--- config.mk ---
export PLATFORM = sky130hd
export DESIGN_NAME = led_blink_stretch_gen
export DESIGN_NICKNAME = d
export VERILOG_FILES = /design/src/rtl/led_tim_pkg.sv /design/src/rtl/led_tim_cfg.sv /design/src/rtl/led_tim_phase.sv /design/src/rtl/led_act_stretch.sv /design/src/rtl/led_blink_stretch_gen.sv
export SDC_FILE = /design/constraint.sdc
export NUM_CORES = 1
export LEC_CHECK = 0
export BUFFER_PORTS_ARGS = -buffer_cell sky130_fd_sc_hd__buf_2
export CORE_ASPECT_RATIO = 0.7
export CORE_MARGIN = 4
export CORE_UTILIZATION = 59
export DETAILED_ROUTE_END_ITERATION = 12
export PLACE_DENSITY_LB_ADDON = 0.12
export SLEW_MARGIN = 15
export SYNTH_ARGS = -nofsm -noshare
export SYNTH_HDL_FRONTEND = slang
export SYNTH_SLANG_ARGS = --single-unit
--- constraint.sdc ---
create_clock -name clk -period 5.43 [get_ports clk]
set_clock_uncertainty 0.2 [all_clocks]
set_input_delay 0.8145 -clock clk [delete_from_list [all_inputs] [get_ports clk]]
set_output_delay 0.8145 -clock clk [all_outputs]
set_load 0.02 [all_outputs]
--- src/rtl/led_tim_pkg.sv ---
package led_tim_pkg;
  localparam int PTR_W       = 3;
  localparam int DATA_W      = 11;
  localparam int CODE_W      = 3;
  localparam logic [PTR_W-1:0] PTR_TIMING = 3'd6;
  localparam int RATE_LSB    = 0;
  localparam int STRETCH_LSB = 4;
endpackage

--- src/rtl/led_tim_cfg.sv ---
module led_tim_cfg
  import led_tim_pkg::*;
#(
  parameter int RATE_MAX    = 5,
  parameter int STRETCH_MAX = 4
) (
  input  logic              clk,
  input  logic              rst_n,
  input  logic              wr_en,
  input  logic              wr_update,
  input  logic [PTR_W-1:0]  wr_pointer,
  input  logic [CODE_W-1:0] rate_field,
  input  logic [CODE_W-1:0] stretch_field,
  output logic [CODE_W-1:0] rate_q,
  output logic [CODE_W-1:0] stretch_q
);
  logic              load;
  logic [CODE_W-1:0] rate_d;
  logic [CODE_W-1:0] stretch_d;

  always_comb begin
    load      = wr_en && wr_update && (wr_pointer == PTR_TIMING);
    rate_d    = rate_q;
    stretch_d = stretch_q;
    if (load) begin
      rate_d    = (int'(rate_field) > RATE_MAX) ? CODE_W'(RATE_MAX) : rate_field;
      stretch_d = (int'(stretch_field) > STRETCH_MAX) ? CODE_W'(STRETCH_MAX) : stretch_field;
    end
  end

  always_ff @(posedge clk or negedge rst_n) begin
    if (!rst_n) begin
      rate_q    <= '0;
      stretch_q <= '0;
    end else begin
      rate_q    <= rate_d;
      stretch_q <= stretch_d;
    end
  end

  assert_ignore_write_R1: assert property (@(posedge clk) disable iff (!rst_n)
    !(wr_en && wr_update && (wr_pointer == PTR_TIMING)) |=> ($stable(rate_q) && $stable(stretch_q)));
  assert_rate_clamp_R2: assert property (@(posedge clk) disable iff (!rst_n)
    int'(rate_q) <= RATE_MAX);
  assert_stretch_clamp_R3: assert property (@(posedge clk) disable iff (!rst_n)
    int'(stretch_q) <= STRETCH_MAX);
endmodule

--- src/rtl/led_tim_phase.sv ---
module led_tim_phase
  import led_tim_pkg::*;
#(
  parameter int BASE_MS  = 21,
  parameter int RATE_MAX = 5,
  localparam int BASE_W  = $clog2(BASE_MS),
  localparam int SEG_W   = RATE_MAX,
  localparam int POS_W   = $clog2((BASE_MS << RATE_MAX) + 1)
) (
  input  logic              clk,
  input  logic              rst_n,
  input  logic              ms_tick,
  input  logic [CODE_W-1:0] rate_q,
  output logic [POS_W-1:0]  pos,
  output logic [POS_W-1:0]  period
);
  logic [BASE_W-1:0] base_q, base_d;
  logic [SEG_W-1:0]  seg_q, seg_d;
  logic [SEG_W-1:0]  seg_mask;

  always_comb begin
    base_d = base_q;
    seg_d  = seg_q;
    if (ms_tick) begin
      if (int'(base_q) == BASE_MS - 1) begin
        base_d = '0;
        seg_d  = seg_q + 1'b1;
      end else begin
        base_d = base_q + 1'b1;
      end
    end
  end

  always_ff @(posedge clk or negedge rst_n) begin
    if (!rst_n) begin
      base_q <= '0;
      seg_q  <= '0;
    end else begin
      base_q <= base_d;
      seg_q  <= seg_d;
    end
  end

  for (genvar i = 0; i < SEG_W; i++) begin : g_mask
    assign seg_mask[i] = (i < int'(rate_q));
  end

  always_comb begin
    pos    = POS_W'(seg_q & seg_mask) * POS_W'(BASE_MS) + POS_W'(base_q);
    period = POS_W'(BASE_MS) << rate_q;
  end

  assert_base_range_R6: assert property (@(posedge clk) disable iff (!rst_n)
    int'(base_q) < BASE_MS);
  assert_tick_gate_R10: assert property (@(posedge clk) disable iff (!rst_n)
    !ms_tick |=> ($stable(base_q) && $stable(seg_q)));
  assert_pos_in_period_R2: assert property (@(posedge clk) disable iff (!rst_n)
    pos < period);
endmodule

--- src/rtl/led_act_stretch.sv ---
module led_act_stretch #(
  parameter int HOLD_W = 8
) (
  input  logic              clk,
  input  logic              rst_n,
  input  logic              ms_tick,
  input  logic              act_raw,
  input  logic [HOLD_W-1:0] hold_ms,
  output logic              act_out
);
  logic              flag_q, flag_d;
  logic [HOLD_W-1:0] timer_q, timer_d;
  logic              expire;

  always_comb begin
    flag_d  = flag_q;
    timer_d = timer_q;
    expire  = (timer_q == '0) || (ms_tick && (timer_q == HOLD_W'(1)));
    if (act_raw) begin
      flag_d  = 1'b1;
      timer_d = hold_ms;
    end else if (flag_q && expire) begin
      flag_d  = 1'b0;
      timer_d = '0;
    end else if (ms_tick && (timer_q != '0)) begin
      timer_d = timer_q - 1'b1;
    end
  end

  always_ff @(posedge clk or negedge rst_n) begin
    if (!rst_n) begin
      flag_q  <= 1'b0;
      timer_q <= '0;
    end else begin
      flag_q  <= flag_d;
      timer_q <= timer_d;
    end
  end

  assign act_out = flag_q;

  assert_act_rise_R7: assert property (@(posedge clk) disable iff (!rst_n)
    act_raw |=> act_out);
  assert_act_fall_R7: assert property (@(posedge clk) disable iff (!rst_n)
    $fell(act_out) |-> !$past(act_raw));
  assert_zero_hold_R8: assert property (@(posedge clk) disable iff (!rst_n)
    (act_out && !act_raw && (timer_q == '0)) |=> !act_out);
endmodule

--- src/rtl/led_blink_stretch_gen.sv ---
module led_blink_stretch_gen
  import led_tim_pkg::*;
#(
  parameter int BASE_MS     = 21,
  parameter int RATE_MAX    = 5,
  parameter int STRETCH_MAX = 4
) (
  input  logic              clk,
  input  logic              rst_n,
  input  logic              ms_tick,
  input  logic              wr_en,
  input  logic              wr_update,
  input  logic [PTR_W-1:0]  wr_pointer,
  input  logic [DATA_W-1:0] wr_data,
  input  logic              act_raw,
  output logic              blink_out,
  output logic              act_stretched
);
  localparam int POS_W  = $clog2((BASE_MS << RATE_MAX) + 1);
  localparam int HOLD_W = $clog2((BASE_MS << (STRETCH_MAX - 1)) + 1);

  logic [CODE_W-1:0] rate_q, stretch_q;
  logic [POS_W-1:0]  pos, period;
  logic [HOLD_W-1:0] on_ms;
  logic              on_covers;
  logic              blink_d, blink_q;
  logic              data_unused;

  assign data_unused = ^{wr_data[DATA_W-1:STRETCH_LSB+CODE_W], wr_data[STRETCH_LSB-1:RATE_LSB+CODE_W]};

  led_tim_cfg #(.RATE_MAX(RATE_MAX), .STRETCH_MAX(STRETCH_MAX)) cfg_i (
    .clk(clk), .rst_n(rst_n), .wr_en(wr_en), .wr_update(wr_update),
    .wr_pointer(wr_pointer),
    .rate_field(wr_data[RATE_LSB +: CODE_W]),
    .stretch_field(wr_data[STRETCH_LSB +: CODE_W]),
    .rate_q(rate_q), .stretch_q(stretch_q)
  );

  led_tim_phase #(.BASE_MS(BASE_MS), .RATE_MAX(RATE_MAX)) phase_i (
    .clk(clk), .rst_n(rst_n), .ms_tick(ms_tick), .rate_q(rate_q),
    .pos(pos), .period(period)
  );

  always_comb begin
    on_ms     = (stretch_q == '0) ? '0 : (HOLD_W'(BASE_MS) << (stretch_q - 1'b1));
    on_covers = (POS_W'(on_ms) >= period);
    blink_d   = (pos < POS_W'(on_ms));
  end

  always_ff @(posedge clk or negedge rst_n) begin
    if (!rst_n) blink_q <= 1'b0;
    else        blink_q <= blink_d;
  end

  assign blink_out = blink_q;

  led_act_stretch #(.HOLD_W(HOLD_W)) stretch_i (
    .clk(clk), .rst_n(rst_n), .ms_tick(ms_tick), .act_raw(act_raw),
    .hold_ms(on_ms), .act_out(act_stretched)
  );

  assert_off_when_zero_R4: assert property (@(posedge clk) disable iff (!rst_n)
    (stretch_q == '0) |=> !blink_out);
  assert_solid_on_R5: assert property (@(posedge clk) disable iff (!rst_n)
    on_covers |=> blink_out);
endmodule

==> impl_metrics.csv, run 1 <==
group,metric,value,unit
placed_design,port_buffers,16,
route,drtPass1Iterations,4,
finish,fillers,297,
cts,cts_setup_buffers,0,
timing,period_share,75.63,%
min_path,holdCritPathClass,"flip-flop to flip-flop",
worst_setup_path,cp.arrival,4130,ps
worst_setup_path,regToRegStartpoint,"cfg_i.rate_q[2]",
route,antenna_left,0,
finish,final_layout_size_suffix_gt1_share,11.02,%
floorplan,die_area,0.004761,sq mm
worst_setup_path,reg2reg_depth,16,
timing,fmax,243.5,MHz
cts,cts_resized,0,
route,top_layer_used,"met4",
cts,cts_buffers,3,
worst_setup_path,cp-start-kind,"flip-flop",
cts,cts_tree,"yes",
timing,rsz0062_at_grt,"no",
timing,min_period,4107,ps
cts,cts.sinks,26,
floorplan,die_h,58.94,um
timing,setup_viol,0,
timing,drv_slew,0,
cts,cts_root_buf,"clkbuf_8",
finish,syn2layout_area_growth,9.096,%
timing,setup_tns,0,ps
yosys,synth_flop_cell,"dfrtp_1",
global_route,antenna_found_initial,0,
floorplan,fp-row-count,18,
cts,cts-htree-levels,1,
finish,fin_area,0.002386,sq mm
floorplan,core,0.003536,sq mm
global_route,grt_pass1_wl,6.941,mm
finish,multi_input_area,0.001443,sq mm
global_route,grt_pass1_vias,1507,
worst_setup_path,worstPathMaxFanout,6,
worst_setup_path,worstPathRequired,5450,ps
cts,cts_buffer_depth,2,
yosys,synthArstFlopShare,100.0,%
power,power.total,0.001039,W
run,max-cap-violations,0,
power,p_leak,1.187,nW
yosys,synth.avg_cell_area,9.551,sq um
min_path,hp-start,"phase_i.seg_q[4]",
global_route,grt_use_total,18.83,%
yosys,synth_cell_types,47,
route,num_vias,1667,
timing,hold_viol_final,0,
route,avgRoutedWirePerCell,13.57,um
yosys,yosys_register_bits,26,
route,wl,4.002,mm
global_route,grt-ovfl-total,0,
placed_design,place.gp.congestion,0.8187,
finish,diodes,0,
yosys,synth-seq-area-share,29.75,%
finish,nets,309,
yosys,syn-instance-count,229,
route,viasPerCell,5.651,
floorplan,die_w,80.77,um
global_route,grt_max_degree,27,
min_path,min_path_cells,1,
cts,clock_latency,280,ps
placed_design,placedInstanceArea,0.002315,sq mm
route,wl_met1,2.232,mm
timing,hold_ws,288.3,ps
route,wl_met3,220,um
yosys,yosysWarnings,0,
yosys,synth_edf_count,0,
cts,cts_hold_buf,0,
power,powerDensity,435.4,mW/mm^2
yosys,synthesis.nets,292,
floorplan,io_pins,22,
worst_setup_path,crit_type,"flip-flop to flip-flop",
timing,worst_slew_pin_slew,609.0,ps
finish,regArea,650.6,sq um
placed_design,dp_hpwl,3.164,mm
floorplan,initial_utilization,61.85,%
worst_setup_path,crit_path_end_kind,"flip-flop",
route,dr_wl_met2,1.534,mm
min_path,holdPathEnd,"phase_i.seg_q[4]",
worst_setup_path,r2r_slack,1320,ps
route,drt-initial-drc-count,95,
worst_setup_path,r2r-end,"blink_out",
cts,clkTransAtPathRegs,100,ps
timing,slew_headroom,59.40,%
run_status,outcome,"completed",
power,ir_drop,0.3060,mV
route,drc,0,
yosys,syn_area,0.002187,sq mm
==> layout make-up <==
class,instances,area share [%]
tap,50,2.622
multi-input combinational,178,60.46
clock buffer,3,1.730
inverter,21,3.304
timing repair buffer,16,3.356
sequential,26,27.27
clock inverter,1,1.259
==> Yosys cell counts (2+ instances only) <==
library cell	number	area (sq um)
a211oi_1	3	22.52
a21o_1	5	37.54
a21oi_1	17	85.08
a31oi_1	2	12.51
and2_1	2	12.51
clkbuf_1	4	15.01
dfrtp_1	26	650.6
fa_1	4	80.08
ha_1	39	488.0
inv_1	21	78.83
mux2_2	3	33.78
mux2i_1	2	20.02
nand2_1	15	56.30
nand2b_1	7	43.79
nand4_1	5	31.28
nor2_1	9	33.78
nor2b_1	5	31.28
nor3_1	5	25.02
o211ai_1	2	15.01
o21ai_0	12	60.06
o22ai_1	5	31.28
o311ai_0	2	17.52
or3_1	2	12.51
xnor2_1	8	70.07
xor2_1	2	17.52
==> layer usage <==
layer	track usage (%)	up-vias
li1	-	865
met1	30.46	758
met2	24.88	42
met3	4.740	2
met4	3.855	0
met5	0	-
==> metrics by stage <==
stage | util (%) | setup WS [ps] | cells
floorplan | - | 1647 | 229
global placement | 65.46 | 1364 | 291
detailed placement | 65.46 | 1382 | 291
CTS | 67.48 | 1326 | 295
global route | 67.48 | 1021 | 295
finish | 67.48 | 1323 | 295
==> state kept, by name (all words and copies together), names as in the netlist <==
signal	cells
blink_out	1
cfg_i.rate_q	3
cfg_i.stretch_q	3
phase_i.base_q	5
phase_i.seg_q	5
stretch_i.act_out	1
stretch_i.timer_q	8
==> cells in the final DEF, fill, tap and decap left out, types with 3 or more instances in the layout <==
cell	synthesis	layout
a21oi_1	17	17
ha_1	39	39
xnor2_1	8	8
a21o_1	5	5
o21ai_0	12	12
nand4_1	5	5
nand2_1	15	15
nor3_1	5	5
fa_1	4	4
nor2_1	9	9
inv_1	21	21
nand2b_1	7	7
a211oi_1	3	3
o22ai_1	5	5
clkbuf_8	0	3
dfrtp_1	26	26
buf_2	0	16
mux2_2	3	3
nor2b_1	5	5
==> critical path, cell delays in order, from the launching register on <==
cell	delay (ps)
dfrtp_1	450
o31a_1	360
ha_1	290
ha_1	270
inv_1	50
fa_1	530
inv_1	40
ha_1	330
o21ai_0	80
o21ai_0	260
a21oi_1	130
xnor2_1	140
ha_1	310
a21oi_1	160
o221ai_1	120
a31oi_1	160
and4_1	190
==> where the power goes <==
group,switching (W),internal (W),total (W)
registers,0.0000799,0.000255,0.000335
clock network,0.0000656,0.0000987,0.000164
logic,0.000281,0.000259,0.000540
total,0.000426,0.000613,0.00104
==> worst max-delay path by stage <==
stage	from	depth (start not counted)	slack [ps]	end
2_1_floorplan	cfg_i.rate_q[1]	16	1650	blink_out
3_3_place_gp	cfg_i.rate_q[1]	16	1360	blink_out
3_5_place_dp	cfg_i.rate_q[2]	16	1380	blink_out
4_1_cts	cfg_i.rate_q[2]	16	1330	blink_out
5_1_grt	cfg_i.rate_q[2]	17	1020	blink_out
6_report	cfg_i.rate_q[2]	16	1320	blink_out
==> logic make-up (layout without fill, tap and decap cells) <==
kind of cell,count (synthesis),count (layout),synth area share [%]
multiplexers,6,6,2.975
flip-flops,26,26,29.75
buffers and inverters,25,41,4.291
XOR/XNOR,10,10,4.005
AND/OR/NAND/NOR,59,59,15.45
adder cells (fa/ha/maj),43,43,25.97
AO/OA/AOI/OAI,60,60,17.56
No activity file was read; power rests on OpenSTA's default activity.
==> run 2: changes to the inputs <==
- clock period: 5.43 -> 3.86 ns (I/O delays scaled with it)
==> run 2 against run 1 <==
Compared with the run above: power increased by 62%; clock-buffer cell count unchanged; via count grew 7.8%; highest routed layer unchanged.
==> impl_metrics.csv, run 2 (synthesized netlist as in run 1, its figures left out) <==
group,metric,value,unit
global_route,grt_max_degree,27,
finish,regArea,651.9,sq um
min_path,holdCritPathClass,"input port to asynchronous set/reset pin",
cts,cts_hold_buf,0,
global_route,grt_use_total,20.68,%
timing,hold_ws,80.19,ps
route,num_vias,1797,
power,power.net_switching,0.0006943,W
worst_setup_path,slowest_stage,"fa_1",
timing,slew_headroom,61.25,%
cts,cts.sinks,26,
route,drt-initial-drc-count,102,
worst_setup_path,cp-start-kind,"flip-flop",
route,top_layer_used,"met4",
global_route,grt_pass1_wl,7.645,mm
finish,stdcell_count,314,
power,p_comb_share,58.4,%
power,p_seq_share,27.9,%
finish,reg_top3,"stretch_i.timer_q x8, phase_i.base_q x5, phase_i.seg_q x5",
finish,largest_register,"stretch_i.timer_q",
timing,hold_viol_final,0,
power,clkPwrFrac,13.7,%
route,drc,0,
finish,final_layout_size_suffix_gt1_share,24.62,%
power,power.total,0.001687,W
timing,fmax,260.9,MHz
floorplan,die_area,0.004761,sq mm
worst_setup_path,reg2reg_depth,15,
floorplan,io_pins,22,
route,viasPerCell,5.723,
route,avgRoutedWirePerCell,14.94,um
timing,period_share,99.30,%
cts,cts_tree,"yes",
worst_setup_path,worstPathMaxFanout,6,
global_route,antenna_found_initial,0,
worst_setup_path,worstPathRequired,3890,ps
route,wl_met3,245,um
finish,nets,328,
finish,final_common_cell,"ha_1",
global_route,grt_pass1_vias,1651,
finish,largest_reg_flops,8,
route,wl,4.691,mm
worst_setup_path,crit_path_end_kind,"flip-flop",
cts,clock_latency,280,ps
timing,setup_viol,0,
worst_setup_path,r2r_slack,30,ps
timing,drv_slew,0,
cts,cts_root_buf,"clkbuf_8",
floorplan,initial_utilization,61.85,%
floorplan,core,0.003536,sq mm
route,wl_met1,2.354,mm
worst_setup_path,r2r-end,"blink_out",
finish,diodes,0,
placed_design,dpl.cell_count,304,
run,max-cap-violations,0,
cts,cts-htree-levels,1,
global_route,grt-ovfl-total,0,
placed_design,place.gp.congestion,0.8322,
worst_setup_path,cp.arrival,3860,ps
route,dr_wl_met2,2.069,mm
power,p_leak,1.280,nW
route,drtPass1Iterations,4,
worst_setup_path,crit_chain,"o31a_1 -> buf_4 -> buf_4 -> ha_1 -> fa_1 -> ha_4 -> a211oi_2 -> o21ai_2 -> a21oi_2 -> xnor2_1 -> ha_1 -> a21oi_2 -> o221ai_1 -> a31oi_1 -> and4_1",
run_status,outcome,"completed",
worst_setup_path,cpPeakStageDelay,550,ps
placed_design,dp_hpwl,3.364,mm
power,p_int,0.0009927,W
timing,rsz0062_at_grt,"yes",
cts,clkTransAtPathRegs,100,ps
cts,cts_buffer_depth,2,
power,ir_drop,0.4871,mV
placed_design,port_buffers,16,
finish,syn2layout_area_growth,21.51,%
floorplan,fp-row-count,18,
timing,min_period,3833,ps
finish,fillers,258,
power,powerDensity,634.8,mW/mm^2
floorplan,die_h,58.94,um
finish,final_cell_mix,"31 x ha_1, 25 x dfrtp_1, 18 x inv_1, 18 x buf_4, 16 x buf_2",
floorplan,die_w,80.77,um
worst_setup_path,regToRegStartpoint,"cfg_i.rate_q[2]",
route,antenna_left,0,
cts,cts_buffers,3,
power,power.share.switching,41.15,%
finish,multi_input_area,0.001567,sq mm
worst_setup_path,crit_type,"flip-flop to flip-flop",
timing,worst_slew_pin_slew,566.7,ps
-- run 2: cell types whose count changed in the layout (fill, tap and decap cells not counted), sizes merged --
cell | before | now
buf | 16 | 35
-- run 2: routing by layer --
layer	vias up	GRT usage, %
met1	853	32.04
li1	902	-
met5	-	0
met3	2	4.281
met2	40	30.42
met4	0	2.892
-- run 2: through the flow --
| stage | worst slack, ps | TNS (ps) | cell area (sq um) | util, % |
|---|---|---|---|---|
| final | 27.05 | 0 | 2658 | 75.16 |
| after global routing | -149.3 | -149.3 | 2658 | 75.16 |
| after CTS | 2.498 | 0 | 2565 | 72.54 |
| after detailed placement | -185.2 | -185.2 | 2412 | 68.22 |
| after global placement | -125.0 | -125.0 | 2412 | 68.22 |
| after floorplan | 77.28 | 0 | 2187 | - |
-- run 2: worst max-delay path by stage --
stage	from	endpoint	cells after the start
global route	cfg_i.rate_q[2]	blink_out	17
floorplan	cfg_i.rate_q[1]	blink_out	16
detailed placement	cfg_i.rate_q[2]	blink_out	16
global placement	cfg_i.rate_q[1]	blink_out	16
finish	cfg_i.rate_q[2]	blink_out	15
CTS	cfg_i.rate_q[1]	blink_out	17
-- run 2: what timing repair did --
action,in CTS,in global routing
buffers inserted,5,1
pin swaps,16,19
setup endpoints to repair,1,1
resized for setup,13,13
-- run 2: power groups by stage --
stage | registers (W) | logic [W] | clock network (W)
finish | 0.000471 | 0.000985 | 0.000231
global route | 0.000487 | 0.00112 | 0.000250
CTS | 0.000465 | 0.000876 | 0.000237
detailed placement | 0.000470 | 0.000815 | 0
global placement | 0.000465 | 0.000787 | 0
floorplan | 0.000447 | 0.000612 | 0
-- run 2: final cells by class --
| cell class | instances | share of cell area, % |
|---|---|---|
| multi-input cells | 178 | 58.95 |
| well taps | 50 | 2.354 |
| clock buffers | 3 | 1.554 |
| flip-flops and latches | 26 | 24.53 |
| clock inverters | 1 | 1.130 |
| repair buffers | 35 | 8.522 |
| inverters | 21 | 2.966 |
-- run 2: worst max-delay path, delay by kind of cell, from the launching register on --
family / cells / cell delay (ps)
simple gates: 1 / 210
compound gates: 7 / 1240
fa+ha+maj: 4 / 1260
xor+xnor: 1 / 130
flops: 1 / 460
buf+inv: 2 / 280
